File: src/rtl/rt_desc_pkg.sv
package rt_desc_pkg;
   localparam int unsigned BLK_WORDS = 4;
   localparam int unsigned BLK_SHIFT = 2;
   localparam int unsigned REGION_SHIFT = 7;
   localparam int unsigned DBAC_BIT = 15;
   localparam int unsigned IWA_BIT = 14;
   localparam logic [2:0] MODE_PP = 3'b100;
   localparam logic [2:0] MODE_IDX = 3'b000;

   typedef enum logic [2:0] {
      ST_IDLE,
      ST_RD,
      ST_CAP,
      ST_BUF,
      ST_WR,
      ST_FIN
   } dm_state_t;
endpackage

File: src/rtl/rt_desc_addr.sv
module rt_desc_addr
   import rt_desc_pkg::*;
#(
   parameter int unsigned AW = 16
) (
   input  logic [AW-1:0] base,
   input  logic          tx,
   input  logic [4:0]    sa,
   input  logic [4:0]    wc,
   output logic [AW-1:0] blk_addr,
   output logic [5:0]    nwords
);
   logic          is_mc;
   logic [4:0]    num;
   logic [AW-1:0] region_off;
   logic [AW-1:0] blk_off;

   always_comb begin
      is_mc      = (sa == 5'd0) || (sa == 5'd31);
      num        = is_mc ? wc : sa;
      region_off = AW'({is_mc, tx}) << REGION_SHIFT;
      blk_off    = AW'(num) << BLK_SHIFT;
      blk_addr   = base + region_off + blk_off;
      if (is_mc)
         nwords = {5'd0, wc[4]};
      else if (wc == 5'd0)
         nwords = 6'd32;
      else
         nwords = {1'b0, wc};
   end
endmodule

File: src/rtl/rt_desc_upd.sv
module rt_desc_upd
   import rt_desc_pkg::*;
#(
   parameter int unsigned DW = 16,
   parameter int unsigned DPB_BIT = 4
) (
   input  logic [DW-1:0] ctrl,
   input  logic [DW-1:0] wa,
   input  logic [DW-1:0] wb,
   input  logic [DW-1:0] wbc,
   input  logic          good,
   input  logic          use_bc,
   input  logic [5:0]    nwords,
   output logic [DW-1:0] sel_ptr,
   output logic [DW-1:0] new_ctrl,
   output logic [DW-1:0] new_ptr,
   output logic [DW-1:0] new_cnt,
   output logic          wr_ptr,
   output logic          full,
   output logic          unsup
);
   logic [2:0] mode;
   logic       is_pp;

   always_comb begin
      mode    = ctrl[2:0];
      is_pp   = (mode == MODE_PP);
      unsup   = !is_pp && (mode != MODE_IDX);
      if (use_bc)
         sel_ptr = wbc;
      else if (is_pp && ctrl[DPB_BIT])
         sel_ptr = wb;
      else
         sel_ptr = wa;
      new_ctrl = ctrl;
      new_ctrl[DBAC_BIT] = 1'b1;
      if (is_pp && good && !use_bc)
         new_ctrl[DPB_BIT] = !ctrl[DPB_BIT];
      wr_ptr  = !is_pp && good && !use_bc && (wb != '0);
      new_ptr = wa + DW'(nwords) + DW'(2);
      new_cnt = wb - DW'(1);
      full    = wr_ptr && (wb == DW'(1));
   end
endmodule

File: src/rtl/rt_desc_mgr.sv
module rt_desc_mgr
   import rt_desc_pkg::*;
#(
   parameter int unsigned AW = 16,
   parameter int unsigned DW = 16,
   parameter logic [AW-1:0] DEF_BASE = 'h0400,
   parameter int unsigned DPB_BIT = 4
) (
   input  logic          clk,
   input  logic          rst_n,
   input  logic          base_wr,
   input  logic [AW-1:0] base_wdata,
   input  logic          cmd_valid,
   input  logic          cmd_tx,
   input  logic [4:0]    cmd_sa,
   input  logic [4:0]    cmd_wc,
   input  logic          cmd_bcast,
   input  logic          notice2_en,
   input  logic          irq_en,
   input  logic          msg_done,
   input  logic          msg_good,
   output logic          ram_en,
   output logic          ram_we,
   output logic [AW-1:0] ram_addr,
   output logic [DW-1:0] ram_wdata,
   input  logic [DW-1:0] ram_rdata,
   output logic          buf_valid,
   output logic [AW-1:0] buf_addr,
   output logic          irq,
   output logic          unsup_mode
);
   localparam int unsigned NW = BLK_WORDS;
   localparam int unsigned IW = $clog2(NW);

   generate
      if (AW > DW || AW < 10) begin : g_bad_aw
         $error("rt_desc_mgr: AW must be 10..DW");
      end
      if (DW < 16 || DPB_BIT < 3 || DPB_BIT >= IWA_BIT) begin : g_bad_dw
         $error("rt_desc_mgr: DW must be >= 16 and DPB_BIT in 3..13");
      end
   endgenerate

   dm_state_t     st;
   logic [IW-1:0] idx;
   logic          cap_vld;
   logic [IW-1:0] cap_idx;
   logic [DW-1:0] words [NW];
   logic [AW-1:0] base_q;
   logic [AW-1:0] blk_q;
   logic [5:0]    nwords_q;
   logic          use_bc_q;
   logic          good_q;
   logic          unsup_q;

   logic [AW-1:0] a_blk;
   logic [5:0]    a_nwords;
   logic [DW-1:0] u_sel, u_ctrl, u_ptr, u_cnt;
   logic          u_wr_ptr, u_full, u_unsup;
   logic          wr_last;

   rt_desc_addr #(.AW(AW)) u_addr (
      .base     (base_q),
      .tx       (cmd_tx),
      .sa       (cmd_sa),
      .wc       (cmd_wc),
      .blk_addr (a_blk),
      .nwords   (a_nwords)
   );

   rt_desc_upd #(.DW(DW), .DPB_BIT(DPB_BIT)) u_upd (
      .ctrl     (words[0]),
      .wa       (words[1]),
      .wb       (words[2]),
      .wbc      (words[3]),
      .good     (good_q),
      .use_bc   (use_bc_q),
      .nwords   (nwords_q),
      .sel_ptr  (u_sel),
      .new_ctrl (u_ctrl),
      .new_ptr  (u_ptr),
      .new_cnt  (u_cnt),
      .wr_ptr   (u_wr_ptr),
      .full     (u_full),
      .unsup    (u_unsup)
   );

   always_ff @(posedge clk or negedge rst_n) begin
      if (!rst_n)
         base_q <= DEF_BASE;
      else if (base_wr)
         base_q <= base_wdata;
   end

   always_ff @(posedge clk or negedge rst_n) begin
      if (!rst_n) begin
         cap_vld <= 1'b0;
         cap_idx <= '0;
         for (int i = 0; i < NW; i++) words[i] <= '0;
      end else begin
         cap_vld <= (st == ST_RD);
         cap_idx <= idx;
         if (cap_vld) words[cap_idx] <= ram_rdata;
      end
   end

   assign wr_last = ((idx == '0) && !u_wr_ptr) || (idx == IW'(2));

   always_ff @(posedge clk or negedge rst_n) begin
      if (!rst_n) begin
         st       <= ST_IDLE;
         idx      <= '0;
         blk_q    <= '0;
         nwords_q <= '0;
         use_bc_q <= 1'b0;
         good_q   <= 1'b0;
         unsup_q  <= 1'b0;
      end else begin
         case (st)
            ST_IDLE: if (cmd_valid) begin
               blk_q    <= a_blk;
               nwords_q <= a_nwords;
               use_bc_q <= cmd_bcast && !cmd_tx && notice2_en;
               idx      <= '0;
               st       <= ST_RD;
            end
            ST_RD: begin
               idx <= idx + IW'(1);
               if (idx == IW'(NW - 1)) st <= ST_CAP;
            end
            ST_CAP: st <= ST_BUF;
            ST_BUF: begin
               if (u_unsup) unsup_q <= 1'b1;
               if (msg_done) begin
                  good_q <= msg_good;
                  idx    <= '0;
                  st     <= ST_WR;
               end
            end
            ST_WR: begin
               if (wr_last) st <= ST_FIN;
               else idx <= idx + IW'(1);
            end
            default: st <= ST_IDLE;
         endcase
      end
   end

   always_comb begin
      ram_en   = (st == ST_RD) || (st == ST_WR);
      ram_we   = (st == ST_WR);
      ram_addr = blk_q + AW'(idx);
      case (idx)
         IW'(0):  ram_wdata = u_ctrl;
         IW'(1):  ram_wdata = u_ptr;
         default: ram_wdata = u_cnt;
      endcase
      buf_valid  = (st == ST_BUF);
      buf_addr   = u_sel[AW-1:0];
      irq        = (st == ST_FIN) && irq_en && (words[0][IWA_BIT] || u_full);
      unsup_mode = unsup_q;
   end

   // the interrupt request is a single-cycle pulse
   p_irq_one_cycle_r9: assert property (@(posedge clk) disable iff (!rst_n)
      irq |=> !irq);

   // buffer address held while waiting for the end of the message
   p_buf_hold_r2: assert property (@(posedge clk) disable iff (!rst_n)
      (buf_valid && !msg_done) |=> (buf_valid && $stable(buf_addr)));

   // unsupported-mode flag never clears
   p_unsup_sticky_r10: assert property (@(posedge clk) disable iff (!rst_n)
      unsup_mode |=> unsup_mode);

   // writes stay inside the first three words of the block
   p_write_in_block_r8: assert property (@(posedge clk) disable iff (!rst_n)
      ram_we |-> ((ram_addr - blk_q) < AW'(3)));

   // Control Word write-back always carries the access flag
   p_ctrl_dbac_r8: assert property (@(posedge clk) disable iff (!rst_n)
      (ram_we && (ram_addr == blk_q)) |-> ram_wdata[DBAC_BIT]);

   // failed message writes only the Control Word
   p_fail_ctrl_only_r8: assert property (@(posedge clk) disable iff (!rst_n)
      (ram_we && !good_q) |-> (ram_addr == blk_q));
endmodule

File: config.mk
export PLATFORM = sky130hd
export DESIGN_NAME = rt_desc_mgr
export DESIGN_NICKNAME = d
export VERILOG_FILES = /design/src/rtl/rt_desc_pkg.sv /design/src/rtl/rt_desc_addr.sv /design/src/rtl/rt_desc_upd.sv /design/src/rtl/rt_desc_mgr.sv
export SDC_FILE = /design/constraint.sdc
export NUM_CORES = 1
export LEC_CHECK = 0
export BUFFER_PORTS_ARGS = -buffer_cell sky130_fd_sc_hd__buf_2
export CORE_MARGIN = 3
export CORE_UTILIZATION = 52
export CTS_CLUSTER_SIZE = 25
export DETAILED_ROUTE_END_ITERATION = 16
export PLACE_DENSITY = 0.77
export SYNTH_ARGS = -nofsm -noshare
export SYNTH_HDL_FRONTEND = slang
export SYNTH_SLANG_ARGS = --single-unit
File: constraint.sdc
create_clock -name clk -period 3.1 [get_ports clk]
set_clock_uncertainty 0.1 [all_clocks]
set_input_delay 0.62 -clock clk [delete_from_list [all_inputs] [get_ports clk]]
set_output_delay 0.62 -clock clk [all_outputs]
set_load 0.02 [all_outputs]
== After elaboration in Yosys (flattened, before gate mapping) ==
Index checks and enable logic that the tools add are counted.
Storage, ports and cells
  register bits after elaboration: 113
  word-level logic and storage cells: 94
  output and inout bits: 53
  bits of input ports: 52
Operators by class
  reductions and logical operators: 35
  bitwise operators: 1
  eq/ne operators: 16
  multiplexer cells: 19
  order comparisons: 2
  add/subtract/negate cells: 7
Operator list (number)
  bitwise mux 64 bit: 1
  two-way mux 16 bit: 3
  demux 16 bit (select 2 bit): 1
  one-hot mux 16 bit (2 select lines): 1
  adder 16 x 2 -> 16 bit: 1
  adder 16 x 2 -> 16 bit (second input constant): 1
  adder 16 x 6 -> 16 bit: 1
  adder 16 x 7 -> 16 bit: 1
  adder 16 x 9 -> 16 bit: 1
  equality test 16 x 1 -> 1 bit (second input constant): 1
  nonzero test 16 bit: 1
  subtractor 16 x 1 -> 16 bit (second input constant): 1
  one-hot mux 3 bit (5 select lines): 1
  logical AND 1 bit: 14
  two-way mux 3 bit: 4
  two-way mux 6 bit: 2
  logical NOT 5 bit: 2
  equality test 3 bit (second input constant): 3
  inequality test 2 bit (second input constant): 4
  one-hot mux 2 bit (4 select lines): 1
  AND reduction 4 bit: 2
  equality test 3 x 2 -> 1 bit (second input constant): 2
  two-way mux 2 bit: 3
  AND reduction 2 bit: 3
  17 further kinds: 25

== Longest topological paths before layout ==
Gate-level depths: netlist of run 1.
  word-level depth: 10
  depth in mapped cells: 11
  depth with buffers taken out: 11

== Hierarchy ==
A second synthesis of run 1 with hierarchy kept.
Second synthesis, totals
  cell total of the unflattened synthesis: 654
  area, all modules: 6949.2 um^2
By module, submodules not included
  rt_desc_mgr: sequential area each 2829.0 um^2, times used 1, area each 4937.2 um^2, cells an instance 372
  rt_desc_upd: sequential area each 0.0 um^2, times used 1, area each 1350.0 um^2, cells an instance 190
  rt_desc_addr: sequential area each 0.0 um^2, times used 1, area each 661.9 um^2, cells an instance 92

== Least setup slack after synthesis of run 1 ==
OpenSTA, ideal clock, no wires.
  path type: register -> output
  start point: register words[33] (netlist name)
  end point: output port ram_wdata[13]
  setup slack: -0.050 ns
  cell stages (with the launch flop): 12
  arrival time: 2.430 ns
  path through: dfrtp_1 > inv_1 > ha_1 > inv_1 > ha_1 > inv_1 > fa_1 > nor2b_1 > o211ai_1 > a211oi_1 > xnor2_1 > o21ai_0
On the way
  longest elaborated chain between the ends: 3
RTL lines
  start, declared: RTL line rt_desc_mgr.sv:48  | logic [DW-1:0] words [NW];
  start signal, assigned by index: RTL line rt_desc_mgr.sv:103  | if (cap_vld) words[cap_idx] <= ram_rdata;
  adder 16 x 6 -> 16 bit: RTL line rt_desc_upd.sv:40  | new_ptr = wa + DW'(nwords) + DW'(2);
  adder 16 x 2 -> 16 bit: RTL line rt_desc_upd.sv:40
  one-hot mux 16 bit (2 select lines): RTL line rt_desc_mgr.sv:153  | case (idx)
  end, declared: RTL line rt_desc_mgr.sv:25  | output logic [DW-1:0] ram_wdata,
Every way passes these cells.

== Final worst setup path of run 1 ==
  start point: register words[33] (netlist name)
  end point: output port ram_wdata[15]
The elaborated chain is that of the path after synthesis.

==> impl_results.md, run 1 <==
* Pwr per Cell Area at 1220 mW/mm^2
* Vias per cell at around 5.8
* Global-route wire length before repair at about 27000 um
* Post-Synthesis Cells at about 620
* Setup ws final at -485 ps
* Cell type with the largest total area after synthesis: dfrtp_1
* Mapped Area at 0.00651 sq mm
* Slowest CP cell: dfrtp_1
* CTS Buf Count at 9
* Congestion Overflow GR at 0
* Final Non-Filler Cells at slightly above 900
* Min cycle time layout at 3590 ps
* M2 GR Usage at 0.429
* CTS tree: done
* Final Hold Fails at 0
* Unrepaired setup endpoints after global routing: yes
* Total die area at 0.0139 sq mm
* GR peak layer: met2
* Syn nets at 707
* DRT iter0 DRCs at 319
* Inst Count DP at 896
* Clk root buf: clkbuf_16
* Final hold slack at between 200 and 250 ps
* Chip height at 118 um
* Max incr delay on CP at roughly 400 ps
* DP HPWL at 11700 um
* Setup crit end kind: output port
* Syn avg cell area at 10.4 sq um
* Final Setup Violations at 12
* Crit Path Class: flop to output port
* Sequential-to-total area share from yosys stat at 0.431
* Worst path cell trace: inv_2 > ha_4 > inv_4 > ha_4 > inv_2 > fa_2 > nor2b_4 > o211ai_1 > a2111oi_2 > xor2_1 > a211o_1 > buf_2
* CP arrival at 2870 ps
* CTS Hold Bufs at 0
* Status: complete, but fails checks
* Worst IR Drop VDD at around 0.00042 V
* Ys async rst share at 1.00
* ANT cells at 0
* Wire per inst at 18.2 um
* CTS sink cnt at 112
* Violated checks: setup timing
* Yosys warns at 0
* EDFF count, synth at 0
* Post-synth cell types at a little under 60
* FP Rows at 40
* Routed via count at 5359
* Net count of the finished layout at about 840
* H-tree levels at 3
* Final WL at 16900 um
* Critical path's top delay family: compound AO/OA/AOI/OAI gates
* Area grow syn2layout at 24.6%
* Worst min path class: primary input to asynchronous set/reset pin
* Crit start category: flop
* Max Slew Vio Count at 0
* F_max at 0.279 GHz
* Synthesized flop and latch total at about 110
* Share of layout cells above drive strength 1 at 0.395
* Setup Slack @ Placement at -175 ps
* Die Wd at 118 um
* Port-buffer cells at about 100
* Post-synth top area share at 0.427
* Largest net degree at the start of global routing at 63
* Met3 Track Usage GR at 0.0610
* Slew Limit Headroom at 0.319
* Vias in the first global route at 5493
* Leakage power total at 0.00349 uW
* CP required at 2380 ps
* Least-Margin Pin Slew at 1020 ps
* Clk_lat worst skew at about 360 ps
* Maximum clock insertion buffer count at 2
* Initial Util at 0.537
* Max Cap Viol at 0
* Core Region at 0.0121 sq mm
* # IOs at 105
* Gpl congestion at 0.887
* Top post-synthesis cells by area: dfrtp_1 43%, mux2_2 15%, ha_1 5.4%, nand2_1 4.9%, xor2_1 3.5%
* Post-synth top cells: 111 x dfrtp_1, 85 x mux2_2, 85 x nand2_1
* DR pass1 iterations at 5
* Final ANT Viol Nets at 0
* Total GRT Usage at 0.241
* Met1 Use GR at 0.282
* Worst-case register-to-register setup slack at between 700 and 800 ps
* Post-Route Utilization at 0.669
* Count leader, synth: dfrtp_1
* Buffers & Inverters on Critical Path at 4
* DR DRC count at 0
* Antenna violations before repair at 0
* Top_reg_cell synth: dfrtp_1
* Crit-path max FO at 2
* CTS clk-pin slew, worst paths at 80 ps
* Tcrit/Tclk final at 1.16
## where the power goes
part	internal [uW]	switching (uW)	total [uW]	leakage [uW]
clock	638	551	1190	0.000142
combinational	2710	3080	5790	0.00203
sequential	2110	764	2880	0.00133
## per-layer routing
layer | share of wire | wire (um) | vias up
li1 | - | - | 2487
met1 | 0.39 | 6620 | 2639
met2 | 0.53 | 9000 | 197
met3 | 0.055 | 921 | 36
met4 | 0.020 | 340 | 0
met5 | 0 | 0 | -
## metrics by stage
step | total power, uW | cell area, sq um | setup TNS, ps
global route | 10400 | 8110 | -3730
detailed placement | 7580 | 7350 | -1470
CTS | 9280 | 7860 | -2160
finish | 9860 | 8110 | -2740
global placement | 7390 | 7350 | -288
floorplan | 5970 | 6510 | 0
## cell families after synthesis
| kind of cell | Yosys count | share of synthesized area |
|---|---|---|
| AOI/OAI and AO/OA | 107 | 0.105 |
| xor gates and xnor gates | 50 | 0.0673 |
| DFF | 112 | 0.431 |
| adders and majority gates | 31 | 0.0631 |
| muxes | 102 | 0.173 |
| and+or+nand+nor | 173 | 0.132 |
| buffers and inverters | 49 | 0.0294 |
## final timing paths
kind	endpoint	depth (start not counted)	startpoint
setup / recovery	ram_wdata[15]	12	words[33]$_DFFE_PN0P_
hold / removal	words[47]$_DFFE_PN0P_	1	rst_n
setup reg to reg	idx[0]$_DFFE_PN0P_	7	words[16]$_DFFE_PN0P_
hold reg to reg	cap_idx[1]$_DFF_PN0_	0	idx[1]$_DFFE_PN0P_
max in group asynchronous	base_q[10]$_DFFE_PN1P_	2	rst_n
min in group clk	cap_idx[1]$_DFF_PN0_	0	idx[1]$_DFFE_PN0P_
## layout make-up
class / count / area, sq um
fillers: 963 / 4010
multi-input cells: 463 / 3820
flip-flops and latches: 112 / 2810
repair buffers: 147 / 888
clock buffers: 11 / 233
well taps: 168 / 210
inverters: 22 / 85.1
clock inverters: 5 / 66.3
## placed cells by master (no fill, tap or decap), types with 3 or more instances in the layout
cell       synthesis  layout
o211ai_1           5       5
nor3_1             9       9
nor2_1            19      18
buf_4              0      51
nand3_1           15      14
nand3b_1           5       5
xnor2_2            0       3
nand2b_1           3       3
buf_2              6      92
mux2_2            85      85
dfrtp_1          111     109
buf_6              0       4
inv_1             22      18
or4_1              3       3
xnor2_1           24      21
o21ai_0           45      39
ha_4               0      10
ha_1              28      18
xor2_1            26      25
mux2i_1           17      17
o221ai_1           9       5
nand2_1           85      84
clkbuf_16          0       9
and3_1             8       8
o21ai_2            0       4
o221ai_2           1       5
inv_2              0       3
nand4_1            6       6
a21oi_1           20      16
## sequential cells by signal (all words and copies together), names as in the netlist
name and flops:
words 63, base_q 16, blk_q 16, nwords_q 6, st 3, cap_idx 2
idx 2, cap_vld 1, good_q 1, unsup_mode 1, use_bc_q 1
## timing repair
item                                   in CTS  in global routing
endpoints found under the hold margin       0                  0
gates resized for setup                    41                 31
buffers inserted                            5                 11
setup endpoints to repair                  17                 26
pin swaps                                  11                 18
(Power assumes the default switching activity.)
==> run 2, diff against run 1 <==
--- a/config.mk
+++ b/config.mk
@@ -7,10 +7,11 @@
 export LEC_CHECK = 0
 export BUFFER_PORTS_ARGS = -buffer_cell sky130_fd_sc_hd__buf_2
 export CORE_MARGIN = 3
-export CORE_UTILIZATION = 52
+export CORE_UTILIZATION = 55
 export CTS_CLUSTER_SIZE = 25
 export DETAILED_ROUTE_END_ITERATION = 16
-export PLACE_DENSITY = 0.77
+export PLACE_DENSITY = 0.78
+export RECOVER_POWER = 25
 export SYNTH_ARGS = -nofsm -noshare
 export SYNTH_HDL_FRONTEND = slang
 export SYNTH_SLANG_ARGS = --single-unit
==> constraint.sdc (replaced) <==
create_clock -name clk -period 4.3 [get_ports clk]
set_clock_uncertainty 0.1 [all_clocks]
set_input_delay 0.86 -clock clk [delete_from_list [all_inputs] [get_ports clk]]
set_output_delay 0.86 -clock clk [all_outputs]
set_load 0.02 [all_outputs]
==> run 2 against run 1 <==
The run ends with capacitance limit, slew limit left. Clock-buffer cell count is 1 lower. Sequential power is 29% lower. Sequential share of layout area is 3.1 points higher. Critical endpoint unchanged. Largest power group unchanged.
==> impl_results.md, run 2 (same netlist as run 1, synthesis figures left out) <==
* Status: complete, but fails checks
* Violated checks: capacitance limit, slew limit
* Wire per inst at 17.6 um (-3.1%)
* Final setup TNS at 0 ps (+2740 ps)
* ANT cells at 0 (unchanged)
* Vias in the first global route at 5079 (-7.5%)
* Largest net degree at the start of global routing at 113 (+79%)
* Area grow syn2layout at 14.2%
* Gpl congestion at 0.882 (-0.56%)
* Worst IR Drop VDD at 0.000635 V (+50%)
* CTS sink cnt at 112 (unchanged)
* Max Slew Vio Count at 113 (+113)
* CTS Hold Bufs at 0 (unchanged)
* Antenna violations before repair at 0 (unchanged)
* Slowest CP cell: fa_1
* Setup ws final at 194 ps (+679 ps)
* Commonest non-fill, non-tap cells in the layout: 111 x dfrtp_1, 103 x buf_2, 85 x nand2_1, 85 x mux2_2, 45 x o21ai_0
* Maximum clock insertion buffer count at 2 (unchanged)
* Share of layout cells above drive strength 1 at 0.308 (-0.0863)
* Worst reg2reg path startpoint: words[25]$_DFFE_PN0P_
* Final ANT Viol Nets at 0 (unchanged)
* Largest register by flop count: words
* Min cycle time layout at 4110 ps
* Cell mode on critical path: inv_1
* CTS tree: done
* Vias per cell at 5.90 (+2.1%)
* Chip height at 115 um (-2.6%)
* Critical R2R Capture: idx[1]$_DFFE_PN0P_
* Tcrit/Tclk final at 0.955
* Max incr delay on CP at 400 ps (about the same)
* Least-Margin Pin Slew at 2710 ps (+1690 ps)
* DR DRC count at 0 (unchanged)
* CP arrival at 3150 ps (+280 ps)
* Worst min path class: flop to flop
* CTS Buf Count at 9 (unchanged)
* DR pass1 iterations at 4 (-1)
* Global-route wire length before repair at 25000 um (-7.8%)
* Setup Slack @ Placement at 579 ps (+755 ps)
* Crit path from: words[33]$_DFFE_PN0P_
* DRT iter0 DRCs at 345 (+8.2%)
* Die Wd at 115 um (-2.6%)
* Final Hold Fails at 0 (unchanged)
* Max reg flops at 63 (unchanged)
* Commonest non-fill, non-tap cell in the layout: dfrtp_1
* Top flop regs: words x63, base_q x16, blk_q x16
* Crit-path max FO at 5 (+3)
* # IOs at 105 (unchanged)
* Crit Path Class: flop to output port
* DP HPWL at 11200 um (-4.1%)
* Slew Limit Headroom at -0.806 (-1.12)
* Worst-case register-to-register setup slack at 1900 ps (+1150 ps)
* Port-buffer cells at 104 (unchanged)
* Congestion Overflow GR at 0 (unchanged)
* Clk root buf: clkbuf_16
* CP required at 3340 ps (+960 ps)
* Initial Util at 0.567 (+0.0302)
* Total die area at 0.0132 sq mm (-5.2%)
* Routed via count at 5107 (-4.7%)
* Worst path cell trace: inv_1 > ha_1 > inv_1 > ha_1 > inv_1 > fa_1 > nor2b_1 > o211ai_1 > a2111oi_2 > xor2_1 > a211o_1 > buf_2
* FP Rows at 39 (-2.5%)
* CTS clk-pin slew, worst paths at 80 ps (about the same)
* Net count of the finished layout at 801 (-4.4%)
* R2R cell count at 5 (-2)
* Clk_lat worst skew at 360 ps (about the same)
* Final WL at 15300 um (-9.6%)
* CP endpoint: ram_wdata[15]
* Final Setup Violations at 0 (-12)
* Leakage power total at 0.00327 uW (-6.5%)
* Post-Route Utilization at 0.648 (-0.0209)
* H-tree levels at 3 (unchanged)
* Crit start category: flop
* Pwr per Cell Area at 825 mW/mm^2 (-32%)
* Unrepaired setup endpoints after global routing: no
* Setup crit end kind: output port
* F_max at 0.244 GHz
* Core Region at 0.0115 sq mm (-5.3%)
* Max Cap Viol at 1 (+1)
* Total GRT Usage at 0.240 (about the same)
-- run 2: report_power, final --
part           leakage (uW)  internal, uW  switching [uW]
registers           0.00133          1520             529
clock network      0.000139           403             401
logic               0.00180          1400            1880
total               0.00327          3320            2810
-- run 2: final cells by class --
cell class | count | area, sq um
fill | 888 | 4030
multi-input combinational | 463 | 3520
sequential | 112 | 2800
timing repair buffer | 110 | 566
clock buffer | 10 | 229
tap | 143 | 179
inverter | 22 | 82.6
clock inverter | 6 | 51.3
-- run 2: metrics by stage --
stage          hold slack, ps  std cells  area (sq um)  power [uW]
5_1_grt                   420        866          7430        6580
2_1_floorplan             335        624          6510        4300
4_1_cts                   378        866          7440        6150
6_report                  377        866          7430        6130
3_3_place_gp              351        850          7160        5200
3_5_place_dp              358        850          7160        5310
-- run 2: worst min-delay path by stage --
stage / start / to / depth (start not counted)
global placement: base_q[0]$_DFFE_PN0P_ / blk_q[0]$_DFFE_PN0P_ / 2
detailed placement: base_q[0]$_DFFE_PN0P_ / blk_q[0]$_DFFE_PN0P_ / 2
finish: base_q[0]$_DFFE_PN0P_ / blk_q[0]$_DFFE_PN0P_ / 2
floorplan: base_q[0]$_DFFE_PN0P_ / blk_q[0]$_DFFE_PN0P_ / 2
global route: words[1]$_DFFE_PN0P_ / words[1]$_DFFE_PN0P_ / 1
CTS: base_q[0]$_DFFE_PN0P_ / blk_q[0]$_DFFE_PN0P_ / 2
-- run 2: timing repair --
action,in CTS,in global routing
setup buffers,0,0
setup endpoints to repair,0,1
resized for setup,0,1
-- run 2: routing by layer --
metal	up-vias	GRT usage	part of all wire
met5	-	0	0
met4	0	0.0649	0.019
met3	28	0.0574	0.058
met2	165	0.424	0.51
met1	2500	0.296	0.42
li1	2414	-	-
-- run 2: worst max-delay path: cells and delay by family, from the launching register on --
family | cells | cell delay (ps)
DFF | 1 | 390
adders and majority gates | 3 | 870
xor gates and xnor gates | 1 | 120
buffers and inverters | 4 | 360
AOI/OAI and AO/OA | 3 | 900
and+or+nand+nor | 1 | 150
